**config.mk**
```make
export PLATFORM = sky130hd
export DESIGN_NAME = codec_ctl_decoder
export DESIGN_NICKNAME = d
export VERILOG_FILES = /design/src/rtl/ccd_pkg.sv /design/src/rtl/ccd_cmd_decode.sv /design/src/rtl/ccd_chan_regs.sv /design/src/rtl/codec_ctl_decoder.sv
export SDC_FILE = /design/constraint.sdc
export NUM_CORES = 1
export LEC_CHECK = 0
export ABC_AREA = 0
export BUFFER_PORTS_ARGS = -buffer_cell sky130_fd_sc_hd__buf_2
export CAP_MARGIN = 20
export CELL_PAD_IN_SITES_DETAIL_PLACEMENT = 0
export CELL_PAD_IN_SITES_GLOBAL_PLACEMENT = 2
export CORE_UTILIZATION = 30
export DETAILED_ROUTE_END_ITERATION = 8
export GPL_TIMING_DRIVEN = 0
export HOLD_SLACK_MARGIN = 0.02
export PLACE_DENSITY_LB_ADDON = 0.1
export SETUP_SLACK_MARGIN = 0.4
export SLEW_MARGIN = 20
export SYNTH_ARGS = -nofsm -noshare
export SYNTH_HDL_FRONTEND = slang
export SYNTH_SLANG_ARGS = --single-unit
```
**constraint.sdc**
```tcl
create_clock -name clk -period 2.7 [get_ports clk]
set_input_delay 0.405 -clock clk [delete_from_list [all_inputs] [get_ports clk]]
set_output_delay 0.405 -clock clk [all_outputs]
set_load 0.02 [all_outputs]
```
**src/rtl/ccd_pkg.sv**
```systemverilog
package ccd_pkg;
  localparam int ADDR_W = 2;   // channel address field width
  localparam int SLOT_W = 7;   // slot number width
  localparam int HALF_W = 7;   // gain coefficient half width
  localparam int GAIN_W = 2 * HALF_W;
  localparam int PIN_N  = 5;   // pins per channel
  localparam int IO_N   = 2;   // bidirectional pins per channel

  typedef enum logic [1:0] {
    PEND_NONE,
    PEND_SLOT,
    PEND_SLIC,
    PEND_GAIN
  } pend_e;

  typedef struct packed {
    logic              cfg_we;
    logic              rx_on;
    logic              tx_on;
    logic              slot_we;
    logic              slot_rx;
    logic              slot_tx;
    logic              dir_we;
    logic [IO_N-1:0]   dir;
    logic              img_we;
    logic [PIN_N-1:0]  img;
    logic              gain_we;
    logic              gain_tx;
    logic              gain_hi;
    logic [HALF_W-1:0] val;
  } chan_wr_t;
endpackage

```
**src/rtl/ccd_cmd_decode.sv**
```systemverilog
module ccd_cmd_decode
  import ccd_pkg::*;
(
  input  logic              clk,
  input  logic              rst,
  input  logic              byte_valid,
  input  logic [7:0]        byte_data,
  output chan_wr_t          wr,
  output logic [ADDR_W-1:0] wr_ch,
  output logic              law_alaw,
  output logic              frame_delay
);
  pend_e             pend_q, pend_d;
  logic [ADDR_W-1:0] pch_q, pch_d;
  logic              prx_q, prx_d, ptx_q, ptx_d;
  logic              ghi_q, ghi_d;

  logic       is_cfg;
  logic [1:0] mode;
  assign is_cfg = byte_data[7];
  assign mode   = byte_data[6:5];

  always_comb begin
    wr     = '0;
    wr_ch  = byte_data[3:2];
    pend_d = pend_q;
    pch_d  = pch_q;
    prx_d  = prx_q;
    ptx_d  = ptx_q;
    ghi_d  = ghi_q;
    if (byte_valid) begin
      if (is_cfg) begin
        pend_d = PEND_NONE;
        pch_d  = byte_data[3:2];
        unique case (mode)
          2'b00, 2'b01: begin
            wr.cfg_we = 1'b1;
            wr.rx_on  = byte_data[0];
            wr.tx_on  = byte_data[1];
            prx_d     = byte_data[0];
            ptx_d     = byte_data[1];
            if (|byte_data[1:0]) pend_d = PEND_SLOT;
          end
          2'b10: begin
            if (byte_data[4]) begin
              wr.dir_we = 1'b1;
              wr.dir    = byte_data[1:0];
              pend_d    = PEND_SLIC;
            end else begin
              ptx_d  = byte_data[1];
              ghi_d  = byte_data[0];
              pend_d = PEND_GAIN;
            end
          end
          default: ;
        endcase
      end else begin
        wr_ch  = pch_q;
        wr.val = byte_data[HALF_W-1:0];
        pend_d = PEND_NONE;
        unique case (pend_q)
          PEND_SLOT: begin
            wr.slot_we = 1'b1;
            wr.slot_rx = prx_q;
            wr.slot_tx = ptx_q;
          end
          PEND_SLIC: begin
            wr.img_we = 1'b1;
            wr.img    = byte_data[PIN_N-1:0];
          end
          PEND_GAIN: begin
            wr.gain_we = 1'b1;
            wr.gain_tx = ptx_q;
            wr.gain_hi = ghi_q;
          end
          default: ;
        endcase
      end
    end
  end

  always_ff @(posedge clk) begin
    if (rst) begin
      pend_q      <= PEND_NONE;
      pch_q       <= '0;
      prx_q       <= 1'b0;
      ptx_q       <= 1'b0;
      ghi_q       <= 1'b0;
      law_alaw    <= 1'b0;
      frame_delay <= 1'b0;
    end else begin
      pend_q <= pend_d;
      pch_q  <= pch_d;
      prx_q  <= prx_d;
      ptx_q  <= ptx_d;
      ghi_q  <= ghi_d;
      if (byte_valid && is_cfg && !byte_data[6]) begin
        law_alaw    <= byte_data[5];
        frame_delay <= byte_data[4];
      end
    end
  end
endmodule

```
**src/rtl/ccd_chan_regs.sv**
```systemverilog
module ccd_chan_regs
  import ccd_pkg::*;
(
  input  logic              clk,
  input  logic              rst,
  input  logic              sel,
  input  chan_wr_t          wr,
  output logic              rx_on,
  output logic              tx_on,
  output logic [SLOT_W-1:0] rx_slot,
  output logic [SLOT_W-1:0] tx_slot,
  output logic [IO_N-1:0]   io_in,
  output logic [PIN_N-1:0]  pin_level,
  output logic [PIN_N-1:0]  pin_oe,
  output logic [GAIN_W-1:0] rx_gain,
  output logic [GAIN_W-1:0] tx_gain
);
  logic [PIN_N-1:0] img_q;

  always_ff @(posedge clk) begin
    if (rst) begin
      rx_on   <= 1'b0;
      tx_on   <= 1'b0;
      rx_slot <= '0;
      tx_slot <= '0;
      io_in   <= '1;
      img_q   <= '0;
      rx_gain <= '0;
      tx_gain <= '0;
    end else if (sel) begin
      if (wr.cfg_we) begin
        rx_on <= wr.rx_on;
        tx_on <= wr.tx_on;
      end
      if (wr.slot_we && wr.slot_rx) rx_slot <= wr.val[SLOT_W-1:0];
      if (wr.slot_we && wr.slot_tx) tx_slot <= wr.val[SLOT_W-1:0];
      if (wr.dir_we) io_in <= wr.dir;
      if (wr.img_we) img_q <= wr.img;
      if (wr.gain_we) begin
        if (wr.gain_tx) begin
          if (wr.gain_hi) tx_gain[GAIN_W-1:HALF_W] <= wr.val;
          else            tx_gain[HALF_W-1:0]      <= wr.val;
        end else begin
          if (wr.gain_hi) rx_gain[GAIN_W-1:HALF_W] <= wr.val;
          else            rx_gain[HALF_W-1:0]      <= wr.val;
        end
      end
    end
  end

  assign pin_oe    = {{(PIN_N-IO_N){1'b1}}, ~io_in};
  assign pin_level = img_q & pin_oe;
endmodule

```
**src/rtl/codec_ctl_decoder.sv**
```systemverilog
module codec_ctl_decoder
  import ccd_pkg::*;
#(
  parameter int NCH = 4
) (
  input  logic                    clk,
  input  logic                    rst,
  input  logic                    byte_valid,
  input  logic [7:0]              byte_data,
  output logic                    law_alaw,
  output logic                    frame_delay,
  output logic [NCH-1:0]          rx_on,
  output logic [NCH-1:0]          tx_on,
  output logic [NCH*SLOT_W-1:0]   rx_slot,
  output logic [NCH*SLOT_W-1:0]   tx_slot,
  output logic [NCH*IO_N-1:0]     io_is_input,
  output logic [NCH*PIN_N-1:0]    pin_level,
  output logic [NCH*PIN_N-1:0]    pin_oe,
  output logic [NCH*GAIN_W-1:0]   rx_gain,
  output logic [NCH*GAIN_W-1:0]   tx_gain
);
  chan_wr_t          wr;
  logic [ADDR_W-1:0] wr_ch;

  ccd_cmd_decode u_dec (
    .clk         (clk),
    .rst         (rst),
    .byte_valid  (byte_valid),
    .byte_data   (byte_data),
    .wr          (wr),
    .wr_ch       (wr_ch),
    .law_alaw    (law_alaw),
    .frame_delay (frame_delay)
  );

  for (genvar ch = 0; ch < NCH; ch++) begin : g_ch
    ccd_chan_regs u_regs (
      .clk       (clk),
      .rst       (rst),
      .sel       (wr_ch == ADDR_W'(ch)),
      .wr        (wr),
      .rx_on     (rx_on[ch]),
      .tx_on     (tx_on[ch]),
      .rx_slot   (rx_slot[ch*SLOT_W +: SLOT_W]),
      .tx_slot   (tx_slot[ch*SLOT_W +: SLOT_W]),
      .io_in     (io_is_input[ch*IO_N +: IO_N]),
      .pin_level (pin_level[ch*PIN_N +: PIN_N]),
      .pin_oe    (pin_oe[ch*PIN_N +: PIN_N]),
      .rx_gain   (rx_gain[ch*GAIN_W +: GAIN_W]),
      .tx_gain   (tx_gain[ch*GAIN_W +: GAIN_W])
    );
  end
endmodule

```
# Yosys cells after proc, flatten, opt, wreduce, memory -nomap -nowiden
# Index checks and enable logic that the tools add are counted.
[totals]
word_cells = 135
register_bits = 213
output_inout_bits = 226
input_bits = 11
[op_classes]
n_reduce_logical = 49
eq_ne = 9
muxes = 19
bitwise_logic = 11
[ops]
columns = ["op", "n"]
rows = [
  ["$reduce_and 4->1", 18],
  ["$reduce_and 2->1", 20],
  ["$mux 25", 1],
  ["$mux 3", 8],
  ["$and 5x5->5", 4],
  ["$mux 16", 1],
  ["$eq 2x2->1 const B", 5],
  ["$not 2->2", 4],
  ["$eq 2x1->1 const B", 3],
  ["$mux 2", 3],
  ["$mux 6", 1],
  ["$logic_and 1x1->1", 4],
  ["$logic_not 2->1", 2],
  ["$pmux 2 s2", 1],
  ["$reduce_or 2->1", 2],
  ["$mux 1", 3],
  ["$not 1->1", 3],
  ["$reduce_and 3->1", 1],
  ["$ne 2x2->1 const B", 1],
  ["$pmux 1 s2", 1],
  ["$reduce_bool 2->1", 1],
  ["$logic_not 1->1", 1],
]

# Longest topological paths before layout
# Gate-level depths: netlist of run 1.
[logic_depth]
ltp_word = 7
ltp_mapped = 6
depth_no_buf = 4

# By module
# A second synthesis of run 1 with hierarchy kept.
[unflattened]
cells_unflattened = 874
area_unflattened_um2 = 9442.8
[modules_own_cells]
columns = ["module", "cells_per_inst", "seq_area_each_um2", "instances", "area_per_inst_um2"]
rows = [
  ["ccd_chan_regs", 200, 1021.0, 4, 2214.6],
  ["ccd_cmd_decode", 70, 180.2, 1, 558.0],
  ["codec_ctl_decoder", 4, 0.0, 1, 26.3],
]

# Worst setup path before layout of run 1
# OpenSTA, ideal clock, no wires.
[synth_path]
path_type = "input to register"
from = "input port byte_data[7]"
to = "register g_ch[1].u_regs.io_in[1]"
n_path_buf = 1
arrival_ns = 1.602
setup_time_ns = 0.072
path_stages = 5
path_slack_ns = 1.026
cell_sequence = "nand2b_1 > buf_4 > mux2_4 > nor2_1 > mux2i_1"
[synth_via]
elab_chain_cells = 4
word_cells_on_any_way = 6
classes_between = "eq/ne (1); mux (4); reduce/logical (1)"
[synth_lines]
columns = ["element", "line_no", "text"]
rows = [
  ["from (decl)", "codec_ctl_decoder.sv:9", "input logic [7:0] byte_data,"],
  ["$mux 2", "--", ""],
  ["$mux 2", "ccd_cmd_decode.sv:31", "if (byte_valid) begin"],
  ["$eq 2x1->1", "codec_ctl_decoder.sv:40", ".sel (wr_ch == ADDR_W'(ch)),"],
  ["$reduce_and 2->1 (no line)", "--", ""],
  ["to (signal assigned)", "ccd_chan_regs.sv:37", "if (wr.dir_we) io_in <= wr.dir;"],
  ["to (decl)", "ccd_chan_regs.sv:12", "output logic [IO_N-1:0] io_in,"],
]
# Several ways; a longest one is shown, not always the timed one.
# A chain may end at the register's enable or synchronous reset.

# Final worst setup path of run 1
[layout_path]
from = "input port rst"
to = "register g_ch[1].u_regs.img_q[4]"
[layout_lines]
columns = ["element", "line_no", "text"]
rows = [
  ["from (decl)", "codec_ctl_decoder.sv:7", "input logic rst,"],
  ["to (signal assigned)", "ccd_chan_regs.sv:38", "if (wr.img_we) img_q <= wr.img;"],
  ["to (decl)", "ccd_chan_regs.sv:18", "logic [PIN_N-1:0] img_q;"],
]
# No word-level cell between the ends.

==> impl_metrics.py, run 1 <==
metrics = {
    "status": {
        "status": "complete, no violations",
    },
    "setup_path": {
        "crit_chain": "clkbuf_1 > clkbuf_1 > buf_2 > buf_1 > nor2_1",
        "cp.required_ns": 3.07,
        "end_kind": "flop",
        "startpoint_type": "input port",
        "cp_max_fo": 10,
        "crit_top_cell": "clkbuf_1",
        "r2r_end": "g_ch[0].u_regs.tx_gain[3]",
        "r2r_setup_slack_ns": 0.84,
        "endpoint": "g_ch[1].u_regs.img_q[4]",
        "slowest_delay_ns": 0.54,
        "crit_arrival_ns": 2.30,
        "slowest_stage": "buf_1",
        "rr_startpoint": "u_dec.pend_q[0]",
        "path_class": "in2reg",
        "reg2reg_depth": 5,
        "cp-startpoint": "rst",
    },
    "route": {
        "post_drt_wl_per_cell_microns": 17.4,
        "remaining_drc_errors": 0,
        "drt_iter0_markers": 276,
        "ant_nets": 0,
        "first_pass_iters": 4,
        "drt_wl_total_mm": 26.1,
        "viasPerCell": 4.36,
        "via_count": 6524,
    },
    "clock_network": {
        "clock_path_buffers": 3,
        "cts_buffers": 25,
        "hold_buffers": 0,
        "cts_setup_buffers": 0,
        "clock-root-buffer": "clkbuf_16",
        "cts_tree": "done",
        "clk_pin_slew_worst_paths_ns": 0.06,
        "cts_resized": 0,
        "htreeDepth": 1,
        "clk-insertion-delay-late_ns": 0.51,
        "cts.sinks": 213,
    },
    "synth": {
        "synthArstFlopShare_pct": 0,
        "yosysWarnings": 0,
        "yosysUniqueCellTypes": 33,
        "synth_edf_count": 0,
        "synthFlopType": "dfxtp_1",
        "avgSynthCellArea_sq_um": 10.6,
        "seq_area_frac_synth_pct": 48.2,
        "syn_inst": 838,
        "yosys_register_bits": 213,
        "synth_area_sq_um": 8850,
    },
    "floorplan": {
        "rows": 62,
        "core_area_sq_um": 28900,
        "pin_count": 237,
        "initial_core_util_pct": 30.7,
        "die-area_sq_um": 30200,
        "die_x_microns": 174,
        "die_h_microns": 174,
    },
    "min_path": {
        "worstHoldPathType": "in2reg",
        "holdPathStages": 3,
    },
    "timing": {
        "finalSetupTns_ns": 0,
        "fin_crit_ns": 1.94,
        "worstMarginPinSlew_ns": 0.720,
        "hold_violations": 0,
        "finalCritPeriodShare_pct": 71.7,
        "drv_slew": 0,
        "slew_headroom_pct": 52.0,
        "fmax_mhz": 516,
        "setup-violations-final": 0,
        "skew_ns": 0.0107,
        "fin_hold_ws_ns": 0.204,
        "grt_setup_unrepaired": "no",
    },
    "grt": {
        "grt_antenna_before_repair": 0,
        "grt_pass1_vias": 6220,
        "grt_overflow": 0,
        "grt_pass1_wl_mm": 39.3,
        "track_usage_pct": 16.9,
        "grt_max_degree": 13,
    },
    "placed_design": {
        "port_buffers": 221,
        "place_hpwl_mm": 18.5,
        "placed_cells": 1454,
        "placed_area_sq_um": 10500,
        "gp_congestion": 0.705,
    },
    "finish": {
        "diodes": 0,
        "final_nets": 1108,
        "finalNonFillerCells": 1496,
        "layout-drive-gt1-share_pct": 30.0,
        "multiInputGateArea_sq_um": 4140,
        "seq_area_sq_um": 4260,
        "syn2layout_area_growth_pct": 27.3,
        "layout_commonest_cell": "buf_2",
        "final_cell_mix": "buf_2, dfxtp_1, mux2i_1",
        "n_fill_cell": 2981,
        "fin_area_sq_um": 11300,
    },
    "pwr": {
        "p_leak_uw": 0.00528,
        "peakVddDrop_uv": 427,
        "cellPowerDensity_nw_per_um2": 596,
    },
    "job": {
        "maxCapViolations": 0,
    },
}
[Yosys cell counts (2+ instances only)]
cell type  number  area (sq um)
mux2i_2         3          41.3
nand3_1         9          45.0
nand4_1         4          25.0
o21ai_0         5          25.0
nor2b_1        13          81.3
clkbuf_1       41           154
inv_1          11          41.3
nor3_2          3          30.0
nand2_2        11          68.8
nand4b_1        2          17.5
buf_4          33           248
nor3b_2         2          25.0
nand2b_1      176          1100
a21oi_1        13          65.1
buf_1           3          11.3
nand2_1        23          86.3
mux2i_1       199          1990
mux2_4          3          45.0
nor2_4          4          45.0
buf_2           7          35.0
dfxtp_1       213          4260
nor2_8          8           160
nor2_1         42           158
[sequential cells by signal, indices dropped and copies added (netlist names), 2 cells and up]
register and cells:
g_ch.u_regs.img_q 20, g_ch.u_regs.io_in 8, g_ch.u_regs.rx_gain 56, g_ch.u_regs.rx_on 4
g_ch.u_regs.rx_slot 28, g_ch.u_regs.tx_gain 56, g_ch.u_regs.tx_on 4, g_ch.u_regs.tx_slot 28
u_dec.pch_q 2, u_dec.pend_q 2
[cell type report]
cell class,instances,share of cell area [%]
Sequential cell,213,37.9
Multi-Input combinational cell,541,36.7
Timing Repair Buffer,221,9.82
Clock buffer,38,6.52
Tap cell,384,4.27
Buffer,84,3.98
Clock inverter,4,0.433
Inverter,11,0.367
[worst min path at each step]
stage	end	from	slack, ns
final	u_dec.law_alaw	byte_data[5]	0.20
after global routing	u_dec.law_alaw	byte_data[5]	0.18
after CTS	u_dec.law_alaw	byte_data[5]	0.16
after detailed placement	g_ch[2].u_regs.rx_on	g_ch[2].u_regs.rx_on	0.45
after global placement	g_ch[2].u_regs.tx_slot[5]	g_ch[2].u_regs.tx_slot[5]	0.46
after floorplan	g_ch[1].u_regs.rx_on	g_ch[1].u_regs.rx_on	0.44
[through the flow]
stage | power, uW | worst slack, ns | util [%]
after detailed placement | 3520 | 0.230 | 36.3
after global routing | 6970 | 0.574 | 39.0
after floorplan | 3430 | 1.03 | -
after global placement | 3520 | 0.265 | 36.3
after CTS | 6820 | 0.775 | 39.0
final | 6710 | 0.763 | 39.0
[layer usage]
| layer | vias to the layer above | global-route usage (%) | wire length [microns] |
|---|---|---|---|
| met1 | 3080 | 24.1 | 12800 |
| met2 | 181 | 26.5 | 11600 |
| li1 | 3238 | - | - |
| met4 | 0 | 3.07 | 286 |
| met3 | 25 | 3.14 | 1380 |
| met5 | - | 0 | 0 |
[worst max-delay path, delay by kind of cell]
kind	cells	cell delay, ns
buf+inv	4	1.77
simple gates	1	0.12
[kinds of logic (layout without fill, tap and decap cells)]
family	after synthesis	in the layout	synth area share (%)
buffers and inverters	95	358	5.53
multiplexers	206	206	23.7
other	1	12	0.0424
AND/OR/NAND/NOR	304	304	21.4
flip-flops	213	213	48.2
AO/OA/AOI/OAI	19	19	1.09
[power breakdown]
part	switching, uW	leakage, uW	total, uW	internal (uW)
combinational	190	0.00317	289	99.1
sequential	6.72	0.00172	3160	3150
clock	1310	0.000386	3260	1950
No activity file was read; power rests on OpenSTA's default activity.
==> run 2: changes to the inputs <==
--- a/config.mk
+++ b/config.mk
@@ -10,7 +10,7 @@
 export CAP_MARGIN = 20
 export CELL_PAD_IN_SITES_DETAIL_PLACEMENT = 0
 export CELL_PAD_IN_SITES_GLOBAL_PLACEMENT = 2
-export CORE_UTILIZATION = 30
+export CORE_UTILIZATION = 29
 export DETAILED_ROUTE_END_ITERATION = 8
 export GPL_TIMING_DRIVEN = 0
 export HOLD_SLACK_MARGIN = 0.02
==> constraint.sdc (replaced) <==
create_clock -name clk -period 1.6 [get_ports clk]
set_input_delay 0.24 -clock clk [delete_from_list [all_inputs] [get_ports clk]]
set_output_delay 0.24 -clock clk [all_outputs]
set_load 0.02 [all_outputs]
==> run 2 against run 1 <==
  * Power increased by 70%
  * Critical path depth is 1 higher
  * Final cell count increased by 6.8%
  * Critical path type is now reg2reg
==> impl_metrics.py, run 2 (synthesis gave the netlist of run 1 again) <==
metrics = {
    "timing": {
        "hold_violations": 0,
        "fin_ws_ns": 0.0513,
        "fmax_mhz": 646,
        "setup-violations-final": 0,
        "finalSetupTns_ns": 0,
        "grt_setup_unrepaired": "yes",
        "finalCritPeriodShare_pct": 96.8,
        "fin_hold_ws_ns": 0.123,
        "worstMarginPinSlew_ns": 0.702,
        "slew_headroom_pct": 53.2,
        "fin_crit_ns": 1.55,
        "drv_slew": 0,
        "skew_ns": 0.0163,
    },
    "placed_design": {
        "gp_congestion": 0.708,
        "port_buffers": 221,
        "dp_slack_ns": -0.502,
        "place_hpwl_mm": 18.9,
        "placed_cells": 1460,
    },
    "clock_network": {
        "cts_buffers": 25,
        "cts_tree": "done",
        "clock_path_buffers": 3,
        "clk-insertion-delay-late_ns": 0.52,
        "clk_pin_slew_worst_paths_ns": 0.06,
        "cts.sinks": 213,
        "clock-root-buffer": "clkbuf_16",
        "htreeDepth": 1,
    },
    "route": {
        "post_drt_wl_per_cell_microns": 17.4,
        "drt_iter0_markers": 251,
        "drt_wl_total_mm": 27.7,
        "first_pass_iters": 4,
        "viasPerCell": 4.33,
        "remaining_drc_errors": 0,
        "ant_nets": 0,
        "via_count": 6914,
    },
    "finish": {
        "syn2layout_area_growth_pct": 61.1,
        "finish.utilization_pct": 47.8,
        "layout-drive-gt1-share_pct": 56.6,
        "top_regs": "g_ch.u_regs.rx_gain: 56 flops, g_ch.u_regs.tx_gain: 56 flops",
        "diodes": 0,
        "final_cell_mix": "buf_6, mux2i_1, dfxtp_2",
        "final_nets": 1201,
        "layout_commonest_cell": "buf_6",
        "finalNonFillerCells": 1597,
        "n_fill_cell": 2837,
    },
    "grt": {
        "grt_overflow": 0,
        "grt_pass1_wl_mm": 40.1,
        "grt_max_degree": 13,
        "grt_antenna_before_repair": 0,
        "track_usage_pct": 16.9,
        "grt_pass1_vias": 6577,
    },
    "setup_path": {
        "crit_chain": "nand4b_1 > buf_4 > nor3b_4 > nor2b_4 > buf_6 > mux2i_1",
        "slowest_stage": "dfxtp_2",
        "end_kind": "flop",
        "path_class": "reg2reg",
        "slowest_delay_ns": 0.36,
        "cp_max_fo": 7,
        "startpoint_type": "flop",
        "crit_arrival_ns": 1.98,
        "cp.required_ns": 2.03,
        "reg2reg_depth": 6,
    },
    "floorplan": {
        "die_h_microns": 177,
        "core_area_sq_um": 29800,
        "rows": 63,
        "initial_core_util_pct": 29.7,
        "die_x_microns": 177,
        "die-area_sq_um": 31200,
        "pin_count": 237,
    },
    "min_path": {
        "worstHoldPathType": "in2reg",
        "holdPathStages": 3,
    },
    "pwr": {
        "p_leak_uw": 0.00633,
        "peakVddDrop_uv": 644,
        "cellPowerDensity_nw_per_um2": 799,
    },
    "job": {
        "maxCapViolations": 0,
    },
    "status": {
        "status": "complete, no violations",
    },
}
run 2: changes by cell type in the layout (fill, tap and decap cells not counted), sizes merged:
| cell | before | now |
|---|---|---|
| buf | 264 | 355 |
| clkbuf | 79 | 82 |
| dlygate4sd3 | 0 | 1 |
run 2: path summary, 6_finish.rpt:
path | to | slack (ns) | startpoint
worst max-delay path | g_ch[0].u_regs.rx_gain[11] | 0.05 | u_dec.pend_q[1]
worst min-delay path | u_dec.prx_q | 0.12 | byte_data[6]
worst max register to register | g_ch[0].u_regs.rx_gain[11] | 0.05 | u_dec.pend_q[1]
worst min register to register | g_ch[2].u_regs.rx_on | 0.46 | g_ch[2].u_regs.rx_on
run 2: area by class of cell:
class                   count  area [sq um]  share of cell area (%)
inverters                  11          46.3                   0.325
repair buffers            314          3350                    23.5
clock inverters             4          48.8                   0.342
well taps                 390           488                    3.42
multi-input cells         541          4420                    31.0
clock buffers              40           722                    5.06
flip-flops and latches    213          4550                    31.9
plain buffers              84           628                    4.41
run 2: critical path: cells and delay by family (launching register included):
kind | cells | cell delay [ns]
flops | 1 | 0.36
buf+inv | 2 | 0.36
mux | 1 | 0.18
simple gates | 3 | 0.55
run 2: what timing repair did:
action | in CTS | in global routing
hold buffers | 1 | 0
gates resized for setup | 428 | 320
endpoints found under the setup margin | 419 | 420
pin swaps | 15 | 16
hold endpoints to repair | 1 | 0
setup buffers | 32 | 60
run 2: metrics by stage:
step                cell area (sq um)  total power, uW
finish                          14300            11400
global route                    14300            11800
CTS                             13000            11600
detailed placement              10600             5970
global placement                10600             5980
floorplan                        9040             5810
run 2: layer usage:
layer | wire length [microns] | vias up | global-route usage (%)
met2 | 12600 | 156 | 26.7
met5 | 0 | - | 0
met1 | 13300 | 3294 | 23.9
li1 | - | 3433 | -
met4 | 454 | 0 | 3.38
met3 | 1330 | 31 | 2.99
run 2: power breakdown:
part	total, uW	switching [uW]	internal (uW)
clock	5450	2220	3230
sequential	5320	19.2	5300
combinational	620	361	259
